[src/rtl/progctr_pkg.sv]
// Package: shared types and helpers for the programmable counter.
// Assumes: widths of 4 or more when decade counting is selected.
package progctr_pkg;

    // Operation chosen for the next rising edge, in priority order.
    typedef enum logic [1:0] {
        OP_CLEAR = 2'd0,
        OP_LOAD  = 2'd1,
        OP_COUNT = 2'd2,
        OP_HOLD  = 2'd3
    } ctr_op_e;

    // Terminal value of the count sequence for a given width and modulus.
    function automatic int term_value(input int width, input bit decade);
        return decade ? 9 : ((1 << width) - 1);
    endfunction

endpackage

[src/rtl/progctr_ctl.sv]
// Module: progctr_ctl
// Picks the operation for the next clock edge from the control inputs.
// Priority is clear, then load, then count, then hold.
// Assumes: all inputs are active-low where named *_n; the enables are active high.
module progctr_ctl
    import progctr_pkg::*;
(
    input  logic    clr_n,
    input  logic    ld_n,
    input  logic    en_p,
    input  logic    en_t,
    output ctr_op_e op
);

    // Priority decode of the controls.
    always_comb begin
        if (!clr_n)
            op = OP_CLEAR;
        else if (!ld_n)
            op = OP_LOAD;
        else if (en_p && en_t)
            op = OP_COUNT;
        else
            op = OP_HOLD;
    end

endmodule

[src/rtl/progctr_next.sv]
// Module: progctr_next
// Next-state logic: clears, loads, increments with wrap, or holds.
// Assumes: values above the terminal value (decade mode only) count up and
// wrap at the natural overflow of the register.
module progctr_next
    import progctr_pkg::*;
#(
    parameter int WIDTH  = 4,
    parameter bit DECADE = 1'b0
) (
    input  ctr_op_e          op,
    input  logic [WIDTH-1:0] q,
    input  logic [WIDTH-1:0] preset,
    output logic [WIDTH-1:0] d
);

    localparam logic [WIDTH-1:0] TERM = WIDTH'(term_value(WIDTH, DECADE));

    logic [WIDTH-1:0] incr;

    // Increment with wrap at the terminal value.
    always_comb begin
        if (q == TERM)
            incr = '0;
        else
            incr = q + WIDTH'(1);
    end

    // Select the next state from the decoded operation.
    always_comb begin
        unique case (op)
            OP_CLEAR: d = '0;
            OP_LOAD:  d = preset;
            OP_COUNT: d = incr;
            default:  d = q;
        endcase
    end

endmodule

[src/rtl/progctr_reg.sv]
// Module: progctr_reg
// State register. ASYNC_CLR picks whether clr_n zeroes the state at once
// or only through the synchronous next-state path.
// Assumes: d already carries the clear value when clr_n is low.
module progctr_reg #(
    parameter int WIDTH     = 4,
    parameter bit ASYNC_CLR = 1'b1
) (
    input  logic             clk,
    input  logic             clr_n,
    input  logic [WIDTH-1:0] d,
    output logic [WIDTH-1:0] q
);

    generate
        if (ASYNC_CLR) begin : g_async
            // Register with an immediate active-low clear.
            always_ff @(posedge clk or negedge clr_n) begin
                if (!clr_n)
                    q <= '0;
                else
                    q <= d;
            end
        end else begin : g_sync
            // Register cleared only at the clock edge.
            always_ff @(posedge clk) begin
                if (!clr_n)
                    q <= '0;
                else
                    q <= d;
            end
        end
    endgenerate

endmodule

[src/rtl/progctr_tc.sv]
// Module: progctr_tc
// Terminal-count detection and carry gating for cascading.
// Assumes: carry must be combinational so that the next stage sees it
// before the same edge.
module progctr_tc
    import progctr_pkg::*;
#(
    parameter int WIDTH  = 4,
    parameter bit DECADE = 1'b0
) (
    input  logic [WIDTH-1:0] q,
    input  logic             en_t,
    output logic             carry
);

    localparam logic [WIDTH-1:0] TERM = WIDTH'(term_value(WIDTH, DECADE));

    // Carry is high on the terminal value, gated by the trickle enable.
    always_comb begin
        carry = en_t && (q == TERM);
    end

endmodule

[src/rtl/progctr4.sv]
// Module: progctr4
// Cascadable programmable up-counter. DECADE picks modulo 10 instead of
// modulo 2**WIDTH. ASYNC_CLR picks an immediate clear instead of a
// clock-edge clear.
// Assumes: clr_n is the only reset. The enables may change at any time
// and are sampled only at the rising edge.
module progctr4
    import progctr_pkg::*;
#(
    parameter int WIDTH     = 4,
    parameter bit DECADE    = 1'b0,
    parameter bit ASYNC_CLR = 1'b1
) (
    input  logic             clk,
    input  logic             clr_n,
    input  logic             ld_n,
    input  logic [WIDTH-1:0] preset,
    input  logic             en_p,
    input  logic             en_t,
    output logic [WIDTH-1:0] q,
    output logic             carry
);

    ctr_op_e          op;
    logic [WIDTH-1:0] d;

    progctr_ctl u_ctl (
        .clr_n (clr_n),
        .ld_n  (ld_n),
        .en_p  (en_p),
        .en_t  (en_t),
        .op    (op)
    );

    progctr_next #(.WIDTH(WIDTH), .DECADE(DECADE)) u_next (
        .op     (op),
        .q      (q),
        .preset (preset),
        .d      (d)
    );

    progctr_reg #(.WIDTH(WIDTH), .ASYNC_CLR(ASYNC_CLR)) u_reg (
        .clk   (clk),
        .clr_n (clr_n),
        .d     (d),
        .q     (q)
    );

    progctr_tc #(.WIDTH(WIDTH), .DECADE(DECADE)) u_tc (
        .q     (q),
        .en_t  (en_t),
        .carry (carry)
    );

endmodule

[config.mk]
export PLATFORM = sky130hd
export DESIGN_NAME = progctr4
export DESIGN_NICKNAME = d
export VERILOG_FILES = /design/src/rtl/progctr_pkg.sv /design/src/rtl/progctr_ctl.sv /design/src/rtl/progctr_next.sv /design/src/rtl/progctr_reg.sv /design/src/rtl/progctr_tc.sv /design/src/rtl/progctr4.sv
export SDC_FILE = /design/constraint.sdc
export NUM_CORES = 1
export LEC_CHECK = 0
export BUFFER_PORTS_ARGS = -buffer_cell sky130_fd_sc_hd__buf_2
export CORE_AREA = 2 2 39 41
export DETAILED_ROUTE_END_ITERATION = 8
export DIE_AREA = 0 0 41 43
export SLEW_MARGIN = 20
export SYNTH_ARGS = -nofsm -noshare
export SYNTH_HDL_FRONTEND = slang
export SYNTH_SLANG_ARGS = --single-unit
[constraint.sdc]
create_clock -name clk -period 1.55 [get_ports clk]
set_input_delay 0.31 -clock clk [delete_from_list [all_inputs] [get_ports clk]]
set_output_delay 0.31 -clock clk [all_outputs]
set_load 0.01 [all_outputs]
==> run metrics, run 1 <==
Starting Density 18.26%; initial antenna violation count 0; final setup TNS 0 ns; clock root cell clkbuf_4; endpoints failing setup 0; total of max-cap violations 0; Rel. slew slack 82.51%; CP arrival 1.20 ns; Net Count, Synth 39; first-pass GRT wire length 945 um; non-filler instance count after layout 63; most flop-heavy register u_reg.q; post-route ant nets 0; cells after synthesis 29; maximum VDD drop 0.3087 mV; clock sinks 4; Total Wirelength 613 um; Post-Syn Area per Cell 8.715 um2; Boundary Pins 14; # diodes 0; Lkg Pwr 0.1893 nW; Final Skew 0.001067 ns; critical-path maximum fanout 3; Ys Warns 0; commonest non-fill, non-tap cells in the layout 12 x buf_2, 4 x nand2_1, 4 x dfrtp_1; largest registers u_reg.q x4; fill count 160; Num CTS Buffers 3; minimum clock period 1.507 ns; buffers added on ports 13; fmax 663.5 MHz; H-tree depth 1; HP Class in -> reg; CP Data Required Time 1.24 ns; Worst Setup Path Type reg -> out; Die W 41 um; Layout Nets 59; chip height 43 um; pwr dens 782.9 nW/um2; Synth Cell Area 252.7 um2; TritonCTS clock tree yes; Worst-Skew Late Latency 0.23 ns; FP Rows 14; hpwl dp 472.5 um; most common cell after layout, fill and taps aside buf_2; GRT Total Usage 8.073%; status finished clean; # placed instances 57; Reg clk slew, reported paths 0.04 ns; core area 1384 um2; final hold viol count 0; Overflow after GRT 0; post-synthesis sequential area ratio 39.60%; design area 390.4 um2; max-slew violation count 0; routed len/inst 9.730 um; Largest register FFs 4; Yosys reg bits 4; layout cell share with drive strength beyond 1 44.68%; CTS Buffer Depth 2; Placed Area 332.8 um2; Slew @ Worst Pin 0.2606 ns; area grow syn2layout 54.46%; crit share post-route 97.23%; CP startpoint kind flop; largest net degree at the start of global routing 10; 1st-iter DRT viols 8; Residual DRC 0; vias in the first global route 251; vias per std cell 4.333; die area 1763 um2; RSZ-0062 raised after global routing no; DR vias 273; Setup crit end kind output port; GP Congestion 0.7365; Power Total 0.3056 mW; synth unique cells 17; iteration count of the initial detailed-routing pass 4
-- cells by family after synthesis --
| kind of cell | Yosys count | synth area share [%] |
|---|---|---|
| and+or+nand+nor | 13 | 28.21 |
| AOI/OAI and AO/OA | 7 | 16.83 |
| DFF | 4 | 39.61 |
| xor gates and xnor gates | 2 | 6.932 |
| buffers and inverters | 2 | 3.462 |
| adders and majority gates | 1 | 4.950 |
-- power by group --
part           total (mW)  switching (mW)  leakage [nW]  internal [mW]
Clock               0.126          0.0399        0.0138         0.0864
Sequential          0.118         0.00595        0.0521          0.112
Combinational      0.0610          0.0308         0.123         0.0303
-- synthesized netlist by cell type --
master,number,area share (%)
nand3_1,3,5.9
and2_2,1,3.0
nor2b_1,1,2.5
dfrtp_1,4,40
o21ai_0,2,4.0
nand2_1,4,5.9
nor2_1,1,1.5
a21oi_1,1,2.0
buf_2,1,2.0
a311oi_1,1,3.5
xor2_1,2,6.9
ha_1,1,4.9
a31oi_1,2,4.9
o22ai_1,1,2.5
inv_1,1,1.5
and3_4,1,4.5
or3_1,2,4.9
-- worst paths after layout --
path,slack [ns],to,cells after the start,startpoint
hold / removal,0.36,u_reg.q[2]$_DFFE_PN0P_,3,preset[2]
min in group asynchronous,0.43,u_reg.q[2]$_DFFE_PN0P_,2,clr_n
setup reg to reg,0.25,u_reg.q[0]$_DFFE_PN0P_,4,u_reg.q[1]$_DFFE_PN0P_
hold reg to reg,0.65,u_reg.q[2]$_DFFE_PN0P_,2,u_reg.q[2]$_DFFE_PN0P_
max in group asynchronous,0.97,u_reg.q[3]$_DFFE_PN0P_,2,clr_n
setup / recovery,0.04,carry,4,u_reg.q[1]$_DFFE_PN0P_
-- worst max-delay path: stages, from the launching register on --
cell	delay, ns
dfrtp_1	0.37
ha_2	0.19
and3_4	0.15
and2_4	0.15
buf_6	0.11
-- what timing repair did --
item	4_1_cts	5_1_grt
endpoints found under the hold margin	4	0
setup endpoints to repair	1	0
hold buffers	1	0
resized for setup	3	0
setup buffers	2	0
-- cell type report --
type,instances,area [um2],share of cell area (%)
clock buffer,3,22.52,5.769
inverter,1,3.754,0.9615
multi-input combinational,23,147.6,37.82
sequential,4,100.1,25.64
tap,16,20.02,5.128
timing repair buffer,16,96.34,24.68
-- through the flow --
stage | hold slack [ns] | utilization [%] | setup WS, ns
4_1_cts | 0.3550 | 28.21 | 0.03280
3_5_place_dp | 0.1434 | 24.05 | 0.1737
2_1_floorplan | 0.01441 | - | 0.2034
5_1_grt | 0.3747 | 28.21 | 0.00004319
3_3_place_gp | 0.1442 | 24.05 | 0.1823
6_report | 0.3576 | 28.21 | 0.04288
-- routing by layer --
metal	global-route usage, %	wire length [um]	part of all wire (%)
met1	12.09	273	45
met2	9.688	285	46
met3	1.571	55	9.0
met4	6.000	0	0
met5	0	0	0
Note: power is estimated with default switching activity, not from simulation.
==> inputs of run 2 (changes only) <==
==> constraint.sdc (replaced) <==
create_clock -name clk -period 1.55 [get_ports clk]
set_input_delay 0.2325 -clock clk [delete_from_list [all_inputs] [get_ports clk]]
set_output_delay 0.2325 -clock clk [all_outputs]
set_load 0.01 [all_outputs]
==> run 2 against run 1 <==
Worst setup slack better by 0.011 ns. Via count shrank 0.73%. Worst hold slack worse by 0.080 ns. Clock power hardly changed. Sequential cell count is the same. Sequential share of layout area increased by 0.50 points. Highest routed layer unchanged. First-iteration DRC count is 75% lower. Power down 0.53%. Largest power group unchanged.
==> run metrics, run 2 (synthesis gave the netlist of run 1 again) <==
largest registers u_reg.q x4; first-pass GRT wire length 1.000 mm; design area 382.9 um2; layout cell share with drive strength beyond 1 44.68%; Switch Pwr 0.07530 mW; FP Rows 14; largest net degree at the start of global routing 10; Layout Nets 59; max-slew violation count 0; Overflow after GRT 0; HP Class in -> reg; power share of the clock group 41.0%; sequential cell fraction of total power 39.2%; GRT Total Usage 8.972%; Num CTS Buffers 3; total of max-cap violations 0; Gate power share 19.7%; CP arrival 1.26 ns; clock sinks 4; Sw Ratio 24.77%; vias per std cell 4.302; Rel. slew slack 83.03%; Int Pwr 0.2287 mW; setup slack after layout 0.05382 ns; # diodes 0; minimum clock period 1.496 ns; clock root cell clkbuf_4; H-tree depth 1; chip height 43 um; die area 1763 um2; Boundary Pins 14; CP Data Required Time 1.32 ns; final setup TNS 0 ns; status finished clean; pwr dens 794.0 nW/um2; crit share post-route 96.53%; routed len/inst 9.968 um; buffers added on ports 13; Total Wirelength 628 um; initial antenna violation count 0; Die W 41 um; maximum VDD drop 0.3104 mV; pre-CTS WS 0.2045 ns; fmax 668.4 MHz; final hold viol count 0; CTS Buffer Depth 2; iteration count of the initial detailed-routing pass 4; area grow syn2layout 51.49%; GP Congestion 0.7389; TritonCTS clock tree yes; endpoints failing setup 0; critical-path maximum fanout 4; 1st-iter DRT viols 2; core area 1384 um2; CP startpoint kind flop; DR vias 271; RSZ-0062 raised after global routing no; fin util 27.67%; Final Skew 0.0008584 ns; most flop-heavy register u_reg.q; Worst Setup Path Type reg -> out; Starting Density 18.26%; post-route ant nets 0; Largest register FFs 4; Placed Area 332.8 um2; Residual DRC 0; vias in the first global route 253; Setup crit end kind output port; Power Total 0.3040 mW; Lkg Pwr 0.1882 nW; Worst-Skew Late Latency 0.23 ns; Slew @ Worst Pin 0.2529 ns; Reg clk slew, reported paths 0.03 ns; most common cell after layout, fill and taps aside buf_2; commonest non-fill, non-tap cells in the layout 13 x buf_2, 4 x nand2_1, 4 x dfrtp_1
==> run 2: area by class of cell <==
type | instances | area [um2]
Fill cell | 156 | 1001
Timing Repair Buffer | 16 | 90.09
Sequential cell | 4 | 100.1
Multi-Input combinational cell | 23 | 146.4
Tap cell | 16 | 20.02
Clock buffer | 3 | 22.52
Inverter | 1 | 3.754
==> run 2: layer usage <==
layer | up-vias | track usage, % | part of all wire (%)
li1 | 142 | - | -
met1 | 119 | 12.05 | 46
met2 | 10 | 10.63 | 44
met3 | 0 | 4.712 | 9.6
met4 | 0 | 6.000 | 0
met5 | - | 0 | 0
==> run 2: worst paths after layout <==
check                                        from  depth (start not counted)  slack, ns                     end
setup / recovery           u_reg.q[1]$_DFFE_PN0P_                          4       0.05                   carry
min in group asynchronous                   clr_n                          2       0.36  u_reg.q[0]$_DFFE_PN0P_
hold reg to reg            u_reg.q[1]$_DFFE_PN0P_                          2       0.61  u_reg.q[1]$_DFFE_PN0P_
hold / removal                          preset[1]                          3       0.28  u_reg.q[1]$_DFFE_PN0P_
setup reg to reg           u_reg.q[1]$_DFFE_PN0P_                          4       0.24  u_reg.q[0]$_DFFE_PN0P_
max in group asynchronous                   clr_n                          2       1.04  u_reg.q[1]$_DFFE_PN0P_
==> run 2: worst max-delay path, stage by stage (launching register included) <==
cell and delay, ns:
dfrtp_1 0.40, ha_2 0.18, and3_4 0.15, and2_2 0.17
buf_2 0.13
==> run 2: what timing repair did <==
item / 4_1_cts / 5_1_grt
hold buffers: 1 / 0
buffers inserted: 1 / 1
hold endpoints to repair: 4 / 0
gates resized for setup: 0 / 1
cloned: 0 / 0
setup endpoints to repair: 1 / 1
==> run 2: metrics by stage <==
| step | hold slack [ns] | std cells |
|---|---|---|
| floorplan | -0.06309 | 29 |
| CTS | 0.2716 | 62 |
| finish | 0.2772 | 63 |
| global placement | 0.06974 | 57 |
| global route | 0.2908 | 63 |
| detailed placement | 0.06787 | 57 |
==> run 2: power groups by stage <==
stage / registers [mW] / logic [mW] / clock network, mW
detailed placement: 0.121 / 0.0513 / 0
global placement: 0.121 / 0.0511 / 0
CTS: 0.119 / 0.0574 / 0.134
finish: 0.119 / 0.0600 / 0.125
floorplan: 0.124 / 0.0223 / 0
global route: 0.120 / 0.0682 / 0.143
==> inputs of run 3 (changes only) <==
--- a/config.mk
+++ b/config.mk
@@ -9,6 +9,8 @@
 export CORE_AREA = 2 2 39 41
 export DETAILED_ROUTE_END_ITERATION = 8
 export DIE_AREA = 0 0 41 43
+export RECOVER_POWER = 50
+export SETUP_SLACK_MARGIN = 0.2
 export SLEW_MARGIN = 20
 export SYNTH_ARGS = -nofsm -noshare
 export SYNTH_HDL_FRONTEND = slang
==> run 3 against run 2 <==
Clock skew about the same. Cell count grew 1.6%. First-iteration DRC count up 50%. Critical path depth did not move. Register-to-register slack worse by 0.09 ns. Clock-buffer cell count unchanged. Die area unchanged. Power grew 0.51%. Non-clock buffer count is 1 higher. Sequential share of layout area is 1.5 points lower. Critical path type unchanged.
==> run metrics, run 3 (synthesis gave the netlist of run 1 again) <==
status finished clean; Largest register FFs 4; vias per std cell 4.344; Power Total 0.3056 mW; Worst-Skew Late Latency 0.23 ns; Sw Ratio 25.09%; layout cell share with drive strength beyond 1 43.75%; # diodes 0; most common cell after layout, fill and taps aside buf_2; reg-to-reg slack, setup 0.15 ns; critical-path maximum fanout 2; Setup crit end kind output port; Worst Setup Path Type reg -> out; area grow syn2layout 60.40%; routed len/inst 10.00 um; final hold viol count 0; max-slew violation count 0; buffers added on ports 13; CP arrival 1.18 ns; Hold Startpoint preset[1]; Residual DRC 0; Layout Nets 60; fill count 154; TritonCTS clock tree yes; largest net degree at the start of global routing 10; WHS Path Cells 3; GRT Total Usage 9.476%; fin util 29.29%; Boundary Pins 14; crit path cell chain ha_2 > and3_4 > and2_4 > buf_6; Slew @ Worst Pin 0.2548 ns; power share of the clock group 40.9%; endpoints failing setup 0; largest registers u_reg.q x4; setup slack after layout 0.1375 ns; H-tree depth 1; maximum VDD drop 0.3118 mV; vias in the first global route 275; first-pass GRT wire length 1.069 mm; Reg clk slew, reported paths 0.03 ns; Num CTS Buffers 3; pre-CTS WS 0.2045 ns; sequential cell fraction of total power 38.8%; chip height 43 um; CP startpoint kind flop; fmax 707.9 MHz; most flop-heavy register u_reg.q; clock root cell clkbuf_4; iteration count of the initial detailed-routing pass 2; Starting Density 18.26%; RSZ-0062 raised after global routing yes; Final Skew 0.001186 ns; R2R depth 5; DR vias 278; Overflow after GRT 0; Lkg Pwr 0.1894 nW; total of max-cap violations 0; design area 405.4 um2; Total Wirelength 640 um; initial antenna violation count 0; CP Data Required Time 1.32 ns; Die W 41 um; CP max stage cell dfrtp_1; FP Rows 14; Placed Area 332.8 um2; final setup TNS 0 ns; CTS Buffer Depth 2; Switch Pwr 0.07667 mW; Gate power share 20.3%; die area 1763 um2; core area 1384 um2; 1st-iter DRT viols 3; crit share post-route 91.13%; Int Pwr 0.2289 mW; HP Class in -> reg; worst reg2reg startpoint u_reg.q[1]$_DFFE_PN0P_; Rel. slew slack 82.90%; slowest stage delay, CP 0.38 ns; Critical R2R Capture u_reg.q[0]$_DFFE_PN0P_; post-route ant nets 0; clock sinks 4; pwr dens 753.8 nW/um2; Hold EP u_reg.q[1]$_DFFE_PN0P_; GP Congestion 0.7389; commonest non-fill, non-tap cells in the layout 10 x buf_2, 4 x nand2_1, 4 x dfrtp_1; minimum clock period 1.413 ns
-- run 3: what timing repair did --
item | 4_1_cts | 5_1_grt
setup endpoints to repair | 2 | 3
pin swaps | 2 | 0
setup buffers | 3 | 0
resized for setup | 3 | 2
endpoints found under the hold margin | 4 | 0
hold buffers | 1 | 0
-- run 3: worst max-delay path by stage --
stage,from,to,slack [ns],depth (start not counted)
finish,u_reg.q[1]$_DFFE_PN0P_,carry,0.14,4
global route,u_reg.q[1]$_DFFE_PN0P_,carry,0.09,4
CTS,u_reg.q[1]$_DFFE_PN0P_,carry,0.13,4
detailed placement,u_reg.q[0]$_DFFE_PN0P_,u_reg.q[0]$_DFFE_PN0P_,0.20,4
global placement,u_reg.q[0]$_DFFE_PN0P_,u_reg.q[0]$_DFFE_PN0P_,0.21,4
floorplan,u_reg.q[0]$_DFFE_PN0P_,u_reg.q[0]$_DFFE_PN0P_,0.20,4
-- run 3: cell type report --
cell class | instances | area [um2] | area share [%]
Clock buffer | 3 | 22.52 | 5.556
Inverter | 1 | 3.754 | 0.9259
Multi-Input combinational cell | 23 | 153.9 | 37.96
Sequential cell | 4 | 100.1 | 24.69
Tap cell | 16 | 20.02 | 4.938
Timing Repair Buffer | 17 | 105.1 | 25.93
-- run 3: critical path: cells and delay by family, from the launching register on --
| family | cells | cell delay, ns |
|---|---|---|
| DFF | 1 | 0.38 |
| buffers and inverters | 1 | 0.11 |
| and+or+nand+nor | 2 | 0.28 |
| adders and majority gates | 1 | 0.19 |
-- run 3: per-layer routing --
layer  routed length (um)  vias up  GRT usage, %  part of all wire, %
li1                     -      144             -                    -
met1                  278      124         12.70                   43
met2                  303       10         11.56                   47
met3                   58        0         4.712                  9.1
met4                    0        0         6.000                    0
met5                    0        -             0                    0
-- run 3: power groups by stage --
stage	combinational [mW]	clock [mW]	sequential, mW
2_1_floorplan	0.0223	0	0.124
3_3_place_gp	0.0511	0	0.121
3_5_place_dp	0.0513	0	0.121
4_1_cts	0.0618	0.134	0.118
5_1_grt	0.0705	0.143	0.119
6_report	0.0621	0.125	0.119
-- run 3: per-stage QoR --
stage                     hold slack, ns  cells
after floorplan                 -0.06309     29
after global placement           0.06974     57
after detailed placement         0.06787     57
after CTS                         0.2716     64
after global routing              0.2922     64
final                             0.2795     64
